File: config.mk
export PLATFORM = sky130hd
export DESIGN_NAME = evt_irq_regs
export DESIGN_NICKNAME = d
export VERILOG_FILES = /design/src/rtl/evt_irq_pkg.sv /design/src/rtl/evt_bus_decode.sv /design/src/rtl/evt_prio_pick.sv /design/src/rtl/evt_status_regs.sv /design/src/rtl/evt_irq_regs.sv
export SDC_FILE = /design/constraint.sdc
export NUM_CORES = 1
export LEC_CHECK = 0
export BUFFER_PORTS_ARGS = -buffer_cell sky130_fd_sc_hd__buf_2
export CORE_UTILIZATION = 58
export CTS_BUF_LIST = sky130_fd_sc_hd__clkbuf_2 sky130_fd_sc_hd__clkbuf_4 sky130_fd_sc_hd__clkbuf_8
export DETAILED_ROUTE_END_ITERATION = 7
export GPL_TIMING_DRIVEN = 0
export PLACE_DENSITY = 0.92
export SETUP_SLACK_MARGIN = 0.15
export SLEW_MARGIN = 0
export SYNTH_ARGS = -nofsm -noshare
export SYNTH_HDL_FRONTEND = slang
export SYNTH_HIERARCHICAL = 1
export SYNTH_SLANG_ARGS = --single-unit
File: constraint.sdc
create_clock -name clk -period 3.3 [get_ports clk]
set_input_delay 0.33 -clock clk [delete_from_list [all_inputs] [get_ports clk]]
set_output_delay 0.33 -clock clk [all_outputs]
set_load 0.005 [all_outputs]
File: src/rtl/evt_irq_pkg.sv
package evt_irq_pkg;

  localparam int BUS_DW = 32;
  localparam int BUS_AW = 3;
  localparam int CODE_W = 6;

  typedef enum logic [BUS_AW-1:0] {
    REG_RAW  = 3'd0,
    REG_ENA  = 3'd1,
    REG_MSKD = 3'd2,
    REG_SET  = 3'd3,
    REG_CLR  = 3'd4,
    REG_IDX  = 3'd5
  } reg_sel_e;

  // One-hot vector to index code: 0 for none, bit number + 1 otherwise.
  function automatic logic [CODE_W-1:0] onehot_code(input logic [BUS_DW-1:0] oh);
    logic [CODE_W-1:0] code;
    code = '0;
    for (int i = 0; i < BUS_DW; i++) begin
      if (oh[i]) code = code | CODE_W'(i + 1);
    end
    return code;
  endfunction

  // Next raw status: clears first, then software and hardware sets on top.
  function automatic logic [BUS_DW-1:0] raw_next(
    input logic [BUS_DW-1:0] cur,
    input logic [BUS_DW-1:0] sets,
    input logic [BUS_DW-1:0] clrs
  );
    return (cur & ~clrs) | sets;
  endfunction

endpackage

File: src/rtl/evt_bus_decode.sv
module evt_bus_decode
  import evt_irq_pkg::*;
#(
  parameter int NUM_SRC = 32
) (
  input  logic               bus_en,
  input  logic               bus_we,
  input  logic [BUS_AW-1:0]  bus_addr,
  input  logic [BUS_DW-1:0]  bus_wdata,
  output logic [NUM_SRC-1:0] sw_set,
  output logic [NUM_SRC-1:0] sw_clr,
  output logic               ena_we,
  output logic               idx_rd
);

  logic wr_hit_set;
  logic wr_hit_clr;

  assign wr_hit_set = bus_en && bus_we && (bus_addr == REG_SET);
  assign wr_hit_clr = bus_en && bus_we && (bus_addr == REG_CLR);
  assign ena_we     = bus_en && bus_we && (bus_addr == REG_ENA);
  assign idx_rd     = bus_en && !bus_we && (bus_addr == REG_IDX);

  assign sw_set = wr_hit_set ? bus_wdata[NUM_SRC-1:0] : '0;
  assign sw_clr = wr_hit_clr ? bus_wdata[NUM_SRC-1:0] : '0;

endmodule

File: src/rtl/evt_prio_pick.sv
module evt_prio_pick
  import evt_irq_pkg::*;
#(
  parameter int NUM_SRC = 32
) (
  input  logic [NUM_SRC-1:0] pend,
  output logic [NUM_SRC-1:0] pick_oh,
  output logic [CODE_W-1:0]  pick_code
);

  logic [NUM_SRC:0]  below_any;
  logic [BUS_DW-1:0] oh_wide;

  assign below_any[0] = 1'b0;

  for (genvar g = 0; g < NUM_SRC; g++) begin : g_chain
    assign below_any[g+1] = below_any[g] | pend[g];
    assign pick_oh[g]     = pend[g] & ~below_any[g];
  end

  always_comb begin
    oh_wide = '0;
    oh_wide[NUM_SRC-1:0] = pick_oh;
  end

  assign pick_code = onehot_code(oh_wide);

endmodule

File: src/rtl/evt_status_regs.sv
module evt_status_regs
  import evt_irq_pkg::*;
#(
  parameter int NUM_SRC = 32
) (
  input  logic               clk,
  input  logic               rst_n,
  input  logic [NUM_SRC-1:0] sw_set,
  input  logic [NUM_SRC-1:0] sw_clr,
  input  logic [NUM_SRC-1:0] idx_clr,
  input  logic [NUM_SRC-1:0] hw_evt,
  input  logic               ena_we,
  input  logic [NUM_SRC-1:0] ena_wdata,
  output logic [NUM_SRC-1:0] raw_q,
  output logic [NUM_SRC-1:0] ena_q
);

  logic [BUS_DW-1:0] cur_w, set_w, clr_w, nxt_w;

  always_comb begin
    cur_w = '0;
    set_w = '0;
    clr_w = '0;
    cur_w[NUM_SRC-1:0] = raw_q;
    set_w[NUM_SRC-1:0] = sw_set | hw_evt;
    clr_w[NUM_SRC-1:0] = sw_clr | idx_clr;
    nxt_w = raw_next(cur_w, set_w, clr_w);
  end

  always_ff @(posedge clk or negedge rst_n) begin
    if (!rst_n) begin
      raw_q <= '0;
    end else begin
      raw_q <= nxt_w[NUM_SRC-1:0];
    end
  end

  always_ff @(posedge clk or negedge rst_n) begin
    if (!rst_n) begin
      ena_q <= '0;
    end else if (ena_we) begin
      ena_q <= ena_wdata;
    end
  end

endmodule

File: src/rtl/evt_irq_regs.sv
module evt_irq_regs
  import evt_irq_pkg::*;
#(
  parameter int NUM_SRC = 32
) (
  input  logic               clk,
  input  logic               rst_n,
  input  logic               bus_en,
  input  logic               bus_we,
  input  logic [BUS_AW-1:0]  bus_addr,
  input  logic [BUS_DW-1:0]  bus_wdata,
  output logic [BUS_DW-1:0]  bus_rdata,
  input  logic [NUM_SRC-1:0] src_evt_i,
  output logic               irq_o
);

  logic [NUM_SRC-1:0] sw_set, sw_clr, idx_clr;
  logic [NUM_SRC-1:0] raw_q, ena_q, mskd;
  logic [NUM_SRC-1:0] pick_oh;
  logic [CODE_W-1:0]  pick_code;
  logic               ena_we, idx_rd;

  evt_bus_decode #(.NUM_SRC(NUM_SRC)) u_dec (
    .bus_en    (bus_en),
    .bus_we    (bus_we),
    .bus_addr  (bus_addr),
    .bus_wdata (bus_wdata),
    .sw_set    (sw_set),
    .sw_clr    (sw_clr),
    .ena_we    (ena_we),
    .idx_rd    (idx_rd)
  );

  evt_status_regs #(.NUM_SRC(NUM_SRC)) u_stat (
    .clk       (clk),
    .rst_n     (rst_n),
    .sw_set    (sw_set),
    .sw_clr    (sw_clr),
    .idx_clr   (idx_clr),
    .hw_evt    (src_evt_i),
    .ena_we    (ena_we),
    .ena_wdata (bus_wdata[NUM_SRC-1:0]),
    .raw_q     (raw_q),
    .ena_q     (ena_q)
  );

  assign mskd = raw_q & ena_q;

  evt_prio_pick #(.NUM_SRC(NUM_SRC)) u_pick (
    .pend      (mskd),
    .pick_oh   (pick_oh),
    .pick_code (pick_code)
  );

  // The reported source is retired by the same read that reports it.
  assign idx_clr = idx_rd ? pick_oh : '0;
  assign irq_o   = |mskd;

  always_comb begin
    bus_rdata = '0;
    unique case (bus_addr)
      REG_RAW:  bus_rdata[NUM_SRC-1:0] = raw_q;
      REG_ENA:  bus_rdata[NUM_SRC-1:0] = ena_q;
      REG_MSKD: bus_rdata[NUM_SRC-1:0] = mskd;
      REG_IDX:  bus_rdata[CODE_W-1:0]  = pick_code;
      default:  bus_rdata = '0;
    endcase
  end

endmodule

**Word level (Yosys, flattened, before mapping)**

Index checks and enable logic that the tools add are counted.

- Output and inout port bits: 33
- Register bits: 64
- Bits of input ports: 71
- Word-level logic and storage cells: 151

- Eq/ne operators: 5
- Reduce and logical (&&, ||, !) cells: 9
- Multiplexer cells: 37
- Bitwise gates (word level): 98

Operators with widths:

| kind | count |
|---|---|
| 32-bit 2-to-1 mux | 3 |
| 32-bit bitwise OR | 3 |
| 5-bit 2-to-1 mux | 16 |
| 26-bit one-hot mux with 3 select lines | 1 |
| 32-bit bitwise AND | 2 |
| 4-bit 2-to-1 mux | 8 |
| 32-bit NOT | 1 |
| 32-bit OR reduction | 1 |
| 1-bit bitwise AND | 31 |
| 1-bit NOT | 31 |
| 1-bit bitwise OR | 30 |
| 6-bit one-hot mux with 4 select lines | 1 |
| 3-bit 2-to-1 mux | 4 |
| 3-bit by 2-bit equality test with 1-bit output, second input constant | 2 |
| 3-bit equality test, second input constant | 2 |
| 1-bit logical AND | 6 |
| 6-bit 2-to-1 mux | 1 |
| 2-bit 2-to-1 mux | 2 |
| 3-bit by 1-bit equality test with 1-bit output, second input constant | 1 |
| 3-bit logical NOT | 1 |
| 1-bit logical NOT | 1 |
| 1-bit 2-to-1 mux | 1 |

**Depth between registers and ports, before layout**

Gate-level depths: netlist of run 1.

- Word-level depth: 38
- Gate-level depth with buffers: 11
- Mapped depth without buffers: 11

**Cells and area by module**

Netlist of run 1, hierarchy kept.

Modules (own cells, without submodules):

| module | cells an instance | area each (µm²) | times used | sequential area each (µm²) |
|---|---|---|---|---|
| evt_status_regs | 164 | 2546.2 | 1 | 1601.5 |
| evt_irq_regs | 200 | 1173.6 | 1 | 0.0 |
| evt_bus_decode | 121 | 800.8 | 1 | 0.0 |
| evt_prio_pick | 117 | 785.8 | 1 | 0.0 |

**Worst setup path before layout of run 1**

No wires, ideal clock.

- Kind: register to output
- Start point: register u_stat.ena_q[4]
- End point: output bus_rdata[3]
- Path slack: 0.797 ns
- Cell stages (with the launch flop): 11
- Data required time: 2.970 ns
- Buffers on the path: 0
- Arrival: 2.173 ns
- Cell sequence: dfrtp_1 -> and2_1 -> nor4_2 -> nand4_2 -> nand2b_4 -> o41ai_4 -> a211o_1 -> mux2i_1 -> nor2_1 -> a21oi_1 -> o2bb2ai_1

- Word-level cells in the longest chain between the ends: 32
- Elaborated cells on any way between the ends: 85
- Classes of those cells: mux (26); bitwise (59)

RTL lines:

| what | line | RTL |
|---|---|---|
| start: declaration | evt_status_regs.sv:15 | `output logic [NUM_SRC-1:0] ena_q` |
| start signal: assignment | evt_status_regs.sv:42 | `ena_q <= ena_wdata;` |
| 32-bit bitwise AND * | evt_irq_regs.sv:47 | `assign mskd = raw_q & ena_q;` |
| via mskd[4] | evt_irq_regs.sv:18 | `logic [NUM_SRC-1:0] raw_q, ena_q, mskd;` |
| 1-bit bitwise OR * (3 in series) | evt_prio_pick.sv:17 | `assign below_any[g+1] = below_any[g] \| pend[g];` |
| 1-bit NOT or 1-bit bitwise OR (tied branches) | evt_prio_pick.sv:18, evt_prio_pick.sv:17 |  |
| 1-bit bitwise AND (tied with other cells) | evt_prio_pick.sv:18 | `assign pick_oh[g] = pend[g] & ~below_any[g];` |
| 4-bit 2-to-1 mux (tied with other cells) (7 in series) | evt_irq_pkg.sv:21 | `if (oh[i]) code = code \| CODE_W'(i + 1);` |
| 4-bit 2-to-1 mux or 1-bit bitwise OR (tied branches) | evt_irq_pkg.sv:21, evt_prio_pick.sv:17 |  |
| 5-bit 2-to-1 mux or 1-bit bitwise OR (tied branches) (6 in series) | evt_irq_pkg.sv:21, evt_prio_pick.sv:17 |  |
| 5-bit 2-to-1 mux (tied with other cells) (8 in series) | evt_irq_pkg.sv:21 |  |
| 5-bit 2-to-1 mux or 1-bit bitwise AND (tied branches) | evt_irq_pkg.sv:21, evt_prio_pick.sv:18 |  |
| 5-bit 2-to-1 mux * | evt_irq_pkg.sv:21 |  |
| 6-bit 2-to-1 mux * | evt_irq_pkg.sv:21 |  |
| via pick_code[3] | evt_irq_regs.sv:20 | `logic [CODE_W-1:0] pick_code;` |
| 6-bit one-hot mux with 4 select lines * | evt_irq_regs.sv:61 | `unique case (bus_addr)` |
| end: declaration | evt_irq_regs.sv:12 | `output logic [BUS_DW-1:0] bus_rdata,` |

The timed path passes the listed nets; every way through them passes the cells marked *.

**Worst setup path in the final report of run 1**

- Start point: register u_stat.raw_q[3]
- End point: output bus_rdata[0]

- Word-level cells in the longest chain between the ends: 33
- Elaborated cells on any way between the ends: 85
- Classes of those cells: mux (29); bitwise (56)

RTL lines:

| what | line | RTL |
|---|---|---|
| start: declaration | evt_status_regs.sv:14 | `output logic [NUM_SRC-1:0] raw_q,` |
| start signal: assignment | evt_status_regs.sv:34 | `raw_q <= nxt_w[NUM_SRC-1:0];` |
| 32-bit bitwise AND * | evt_irq_regs.sv:47 |  |
| via mskd[3] | evt_irq_regs.sv:18 |  |
| 1-bit bitwise OR * | evt_prio_pick.sv:17 |  |
| 1-bit NOT or 1-bit bitwise OR (tied branches) | evt_prio_pick.sv:18, evt_prio_pick.sv:17 |  |
| 1-bit bitwise AND or 1-bit bitwise OR (tied branches) | evt_prio_pick.sv:18, evt_prio_pick.sv:17 |  |
| 3-bit 2-to-1 mux (tied with other cells) (3 in series) | evt_irq_pkg.sv:21 |  |
| 4-bit 2-to-1 mux (tied with other cells) (8 in series) | evt_irq_pkg.sv:21 |  |
| 5-bit 2-to-1 mux (tied with other cells) (13 in series) | evt_irq_pkg.sv:21 |  |
| 5-bit 2-to-1 mux or 1-bit NOT (tied branches) | evt_irq_pkg.sv:21, evt_prio_pick.sv:18 |  |
| 5-bit 2-to-1 mux or 1-bit bitwise AND (tied branches) | evt_irq_pkg.sv:21, evt_prio_pick.sv:18 |  |
| 5-bit 2-to-1 mux * | evt_irq_pkg.sv:21 |  |
| 6-bit 2-to-1 mux * | evt_irq_pkg.sv:21 |  |
| via pick_code[0] | evt_irq_regs.sv:20 |  |
| 6-bit one-hot mux with 4 select lines * | evt_irq_regs.sv:61 |  |

Marked as above.

==> results.json, run 1 <==
{
  "synthesis.area_um2": 5310,
  "yosysMostFrequentCell": "nor2_1",
  "synthCells": 602,
  "worstSetupPathType": "reg2out",
  "grt_usage_pct": 33.3,
  "clock_skew_ns": 0.00898,
  "crit_path_end_kind": "primary output",
  "drtPass1Iterations": 7,
  "cts.clk_slew.worst_paths_ns": 0.07,
  "synth_fa_ha_area_share_pct": 0,
  "grt_max_degree": 65,
  "hold_class": "in2async",
  "num_io_pins": 104,
  "ys_async_sr_fraction_pct": 100,
  "avgRoutedWirePerCell_um": 18.8,
  "cts_inserted_buffers": 9,
  "ys_seq_area_share_pct": 30.2,
  "dieHeight_um": 97.7,
  "run_status": "finished, violations left",
  "finalSetupViolCount": 0,
  "drt-vias-per-instance": 6.36,
  "finalSetupTns_ns": 0,
  "drv_slew": 0,
  "synth_compound_area_share_pct": 17.6,
  "nets": 794,
  "synth_commonest_cells": "nor2_1, and2_1, dfrtp_1, nand2_1, and3_1",
  "drc": 10,
  "synth_top_family_by_area": "simple AND/OR/NAND/NOR gates",
  "fillers": 683,
  "coreArea_um2": 8810,
  "core.rowCount": 34,
  "first_global_vias": 5061,
  "finalNonFillerCells": 835,
  "synthesis.nets": 673,
  "synth.ff_latch_count": 64,
  "rsz0062_at_grt": "true",
  "antenna_found_initial": 0,
  "p_total_w": 0.00275,
  "clock-sinks": 64,
  "min_period_ns": 3.06,
  "synthFlopType": "dfrtp_1",
  "p_leak_nw": 2.79,
  "cts_tree": "done",
  "area_growth_pct": 19.1,
  "finalCritPeriodShare_pct": 92.8,
  "grt_remaining_overflow": 0,
  "required_ns": 2.97,
  "hold_viol_final": 0,
  "drt-initial-drc-count": 481,
  "ant_nets": 0,
  "syn_area_per_cell_um2": 8.81,
  "clkLatencyLatePin_ns": 0.35,
  "place_hpwl_mm": 11.3,
  "start_kind": "flip-flop",
  "max_freq_ghz": 0.327,
  "yosys.area_share.xor_xnor_pct": 0,
  "routed_wl_mm": 15.7,
  "grt_first_pass_wirelength_mm": 25.3,
  "ctsLongestPathBuffers": 2,
  "synth_area_leaders": "dfrtp_1, mux2_4, and2_1",
  "yosysTopAreaCell": "dfrtp_1",
  "worstPathMaxFanout": 5,
  "power_density_nw_per_um2": 435,
  "cts_hold_buf": 0,
  "ir_drop_mv": 0.244,
  "cts_root_buffer": "clkbuf_8",
  "arrival_ns": 2.73,
  "design.die.area_um2": 9540,
  "antenna_cells": 0,
  "dp.cells": 812,
  "synth_edf_count": 0,
  "synth_top_cell_area_share_pct": 30.2,
  "die_w_um": 97.7,
  "gp_congestion": 0.968,
  "tightest_slew_ns": 0.837,
  "ys.warnings.count": 6,
  "yosys.cell_types.count": 62,
  "violations": "DRC",
  "drive_gt1_share_pct": 33.4,
  "synthMuxAreaShare_pct": 9.29,
  "portBuffers": 102,
  "synthSimpleGateAreaFrac_pct": 37.1,
  "cap_violations": 0,
  "start_util_pct": 60.3,
  "slew-limit-headroom_pct": 44.2,
  "htreeDepth": 3,
  "via_count": 5309
}
-- final timing paths --
kind | slack, ns | to | cells past startpoint | start
worst max-delay path | 0.24 | bus_rdata[0] | 10 | u_stat/raw_q[3]
worst min-delay path | 0.09 | u_stat/ena_q[1] | 1 | rst_n
worst max register to register | 0.79 | u_stat/raw_q[31] | 12 | u_stat/raw_q[3]
worst min register to register | 0.51 | u_stat/raw_q[21] | 1 | u_stat/raw_q[21]
max in group asynchronous | 2.67 | u_stat/ena_q[17] | 1 | rst_n
min in group clk | 0.16 | u_stat/raw_q[29] | 2 | src_evt_i[29]
-- per-stage QoR --
| step | hold WS, ns | util [%] | area (um^2) | worst slack (ns) |
|---|---|---|---|---|
| global placement | 0.479 | 67.6 | 5950 | 0.219 |
| finish | 0.0904 | 71.8 | 6320 | 0.238 |
| detailed placement | 0.487 | 67.6 | 5950 | 0.254 |
| global route | 0.153 | 71.8 | 6320 | 0.135 |
| floorplan | 0.0344 | - | 5310 | 0.797 |
| CTS | 0.116 | 70.7 | 6230 | 0.142 |
-- timing repair --
action,CTS,global route
gates resized for setup,9,26
endpoints found under the hold margin,0,0
endpoints found under the setup margin,5,6
pin swaps,2,6
setup buffers,4,4
-- kinds of logic after synthesis --
group	Yosys count
muxes	34
AOI/OAI and AO/OA	123
and+or+nand+nor	333
buffers and inverters	48
DFF	64
-- routing by layer --
metal / global-route usage, % / routed length [um] / vias up
met5: 0 / 0 / -
met4: 14.7 / 404 / 0
met3: 5.47 / 1260 / 48
met2: 54.2 / 7410 / 299
met1: 43.6 / 6650 / 2538
li1: - / - / 2424
-- registers in the layout, summed over array words and instances, names as in the netlist --
register      flops
u_stat/ena_q     32
u_stat/raw_q     32
-- cells in the final DEF (no fill, tap or decap), types with 9 or more instances in the layout --
master	instances
dfrtp_1	64
a2bb2oi_1	25
clkbuf_8	10
and2_1	58
nor3_1	10
buf_6	9
a211o_1	34
o21ai_1	24
nor2_1	80
buf_2	105
and3_1	40
nor3_2	30
mux2_4	30
buf_4	11
clkbuf_1	20
o21ai_0	10
nand2_1	41
-- area by class of cell --
class | instances | area (um^2) | share of cell area, %
Inverter | 10 | 37.5 | 0.594
Tap cell | 108 | 135 | 2.14
Clock inverter | 3 | 42.5 | 0.673
Multi-Input combinational cell | 490 | 3510 | 55.5
Sequential cell | 64 | 1600 | 25.3
Clock buffer | 12 | 153 | 2.42
Timing Repair Buffer | 110 | 573 | 9.07
Buffer | 38 | 272 | 4.30
-- critical path, cell delays in order (launching register included) --
cell	delay (ns)
dfrtp_1	0.40
nand2_1	0.09
inv_1	0.18
or4_4	0.20
nor2_4	0.05
a311o_1	0.38
a2111o_1	0.40
or3_1	0.37
nand3_1	0.10
o21ai_1	0.07
buf_2	0.15
-- power breakdown --
group          switching, W  internal [W]  leakage [nW]
logic              0.000582      0.000480          2.01
registers          0.000102      0.000882         0.676
clock network      0.000324      0.000382        0.0993
No activity file was read; power rests on OpenSTA's default activity.
==> run 2: changes to the inputs <==
--- a/config.mk
+++ b/config.mk
@@ -5,12 +5,12 @@
 export SDC_FILE = /design/constraint.sdc
 export NUM_CORES = 1
 export LEC_CHECK = 0
-export BUFFER_PORTS_ARGS = -buffer_cell sky130_fd_sc_hd__buf_2
-export CORE_UTILIZATION = 58
+export CORE_UTILIZATION = 60
 export CTS_BUF_LIST = sky130_fd_sc_hd__clkbuf_2 sky130_fd_sc_hd__clkbuf_4 sky130_fd_sc_hd__clkbuf_8
 export DETAILED_ROUTE_END_ITERATION = 7
+export DONT_BUFFER_PORTS = 1
 export GPL_TIMING_DRIVEN = 0
-export PLACE_DENSITY = 0.92
+export PLACE_DENSITY = 0.85
 export SETUP_SLACK_MARGIN = 0.15
 export SLEW_MARGIN = 0
 export SYNTH_ARGS = -nofsm -noshare
==> results.json, run 2 (same netlist as run 1, synthesis figures left out) <==
{
  "run_status": "complete, no violations",
  "die_w_um": 96.0,
  "p_total_w": 0.00266,
  "critPathMaxStageDelay_ns": 0.42,
  "hp-start": "src_evt_i[15]",
  "place_ws_ns": 0.265,
  "nets": 692,
  "crit_path_cell_trace": "and2_1 -> nor3_1 -> nand4_4 -> buf_4 -> nor3_2 -> o21a_1 -> or3_1 -> nand3_1 -> o21ai_1",
  "via_count": 4896,
  "htreeDepth": 3,
  "final_cell_mix": "nor2_1, and2_1, dfrtp_1",
  "routed_wl_mm": 15.1,
  "drv_slew": 0,
  "worst_slack_ns": 0.259,
  "finalSetupTns_ns": 0,
  "slew-limit-headroom_pct": 57.8,
  "coreArea_um2": 8380,
  "worstPathMaxFanout": 7,
  "slowest_stage": "dfrtp_1",
  "area_growth_pct": 9.53,
  "crit_path_end_kind": "primary output",
  "clock-sinks": 64,
  "gp_congestion": 0.985,
  "fillers": 681,
  "antenna_found_initial": 0,
  "ant_nets": 0,
  "reg2reg_from": "u_stat/ena_q[17]",
  "drt-vias-per-instance": 6.71,
  "p_int_w": 0.00171,
  "crit_start": "u_stat/ena_q[12]",
  "clock_skew_ns": 0.00910,
  "ir_drop_mv": 0.226,
  "pwr-share-seq_pct": 37.0,
  "drt-initial-drc-count": 397,
  "p_leak_nw": 2.35,
  "cts.clk_slew.worst_paths_ns": 0.08,
  "final_common_cell": "nor2_1",
  "power_density_nw_per_um2": 457,
  "place_hpwl_mm": 11.1,
  "tightest_slew_ns": 0.630,
  "grt_remaining_overflow": 0,
  "drtPass1Iterations": 6,
  "first_global_vias": 4871,
  "dieHeight_um": 96.0,
  "min_period_ns": 3.04,
  "cts_inserted_buffers": 9,
  "portBuffers": 0,
  "arrival_ns": 2.71,
  "cap_violations": 0,
  "worstSetupPathType": "reg2out",
  "drive_gt1_share_pct": 20.8,
  "start_util_pct": 63.3,
  "met2_length_mm": 7.15,
  "ctsLongestPathBuffers": 2,
  "core.rowCount": 33,
  "grt_usage_pct": 34.6,
  "required_ns": 2.97,
  "max_freq_ghz": 0.329,
  "grt_first_pass_wirelength_mm": 24.2,
  "clkLatencyLatePin_ns": 0.35,
  "num_io_pins": 104,
  "finalCritPeriodShare_pct": 92.2,
  "swShare_pct": 35.6,
  "cts_tree": "done",
  "clkPwrFrac_pct": 27.3,
  "top_regs": "u_stat/ena_q: 32 flops, u_stat/raw_q: 32 flops",
  "drc": 0,
  "avgRoutedWirePerCell_um": 20.7,
  "highest_layer": "met4",
  "pwr-share-comb_pct": 35.7,
  "hold_class": "in2reg",
  "routed-wl-met3_mm": 1.39,
  "placed_area_um2": 5440,
  "postLayoutCellArea_um2": 5810,
  "wirelength_met1_mm": 6.27,
  "p_switching_w": 0.000946,
  "cts_root_buffer": "clkbuf_8",
  "hold_viol_final": 0,
  "finalSetupViolCount": 0,
  "rsz0062_at_grt": "true",
  "hold_ws_ns": 0.0759,
  "start_kind": "flip-flop",
  "antenna_cells": 0,
  "grt_max_degree": 65,
  "design.die.area_um2": 9220
}
[run 2: path summary, 6_finish.rpt]
kind,end,slack (ns),depth (start not counted)
max reg2reg,u_stat/raw_q[31],0.74,10
min,u_stat/raw_q[15],0.08,1
min reg2reg,u_stat/raw_q[22],0.50,1
min in group asynchronous,u_stat/ena_q[20],0.53,2
max,bus_rdata[4],0.26,9
max in group asynchronous,u_stat/ena_q[3],2.49,2
[run 2: per-layer routing]
layer	global-route usage, %	up-vias
met3	9.08	31
met5	0	-
met4	12.3	0
li1	-	2223
met1	44.8	2400
met2	55.8	242
[run 2: repair_timing]
action	CTS	global route
hold endpoints to repair	64	0
gates resized for setup	7	8
pin swaps	3	4
setup buffers	2	4
hold buffers	2	0
setup endpoints to repair	2	4
[run 2: cell type report]
cell class / instances / area, um^2 / share of cell area, %
plain buffers: 38 / 272 / 4.67
clock buffers: 13 / 173 / 2.97
clock inverters: 2 / 37.5 / 0.646
inverters: 10 / 37.5 / 0.646
flip-flops and latches: 64 / 1600 / 27.6
multi-input cells: 490 / 3480 / 59.8
repair buffers: 8 / 82.6 / 1.42
well taps: 105 / 131 / 2.26
[run 2: critical path, delay by kind of cell (launching register included)]
kind            cells  cell delay (ns)
compound gates      2             0.39
buf+inv             1             0.19
simple gates        6             1.36
flops               1             0.42
[run 2: per-stage QoR]
step	utilization (%)	std cells
2_1_floorplan	-	602
3_3_place_gp	64.9	707
3_5_place_dp	64.9	707
4_1_cts	68.6	726
5_1_grt	69.3	730
6_report	69.3	730
[run 2: power groups by stage]
stage	clock network (W)	registers, W	logic, W
after global placement	0	0.000983	0.000822
final	0.000726	0.000982	0.000948
after detailed placement	0	0.000992	0.000845
after floorplan	0	0.000963	0.000684
after CTS	0.000733	0.000978	0.000912
after global routing	0.000773	0.000995	0.00102
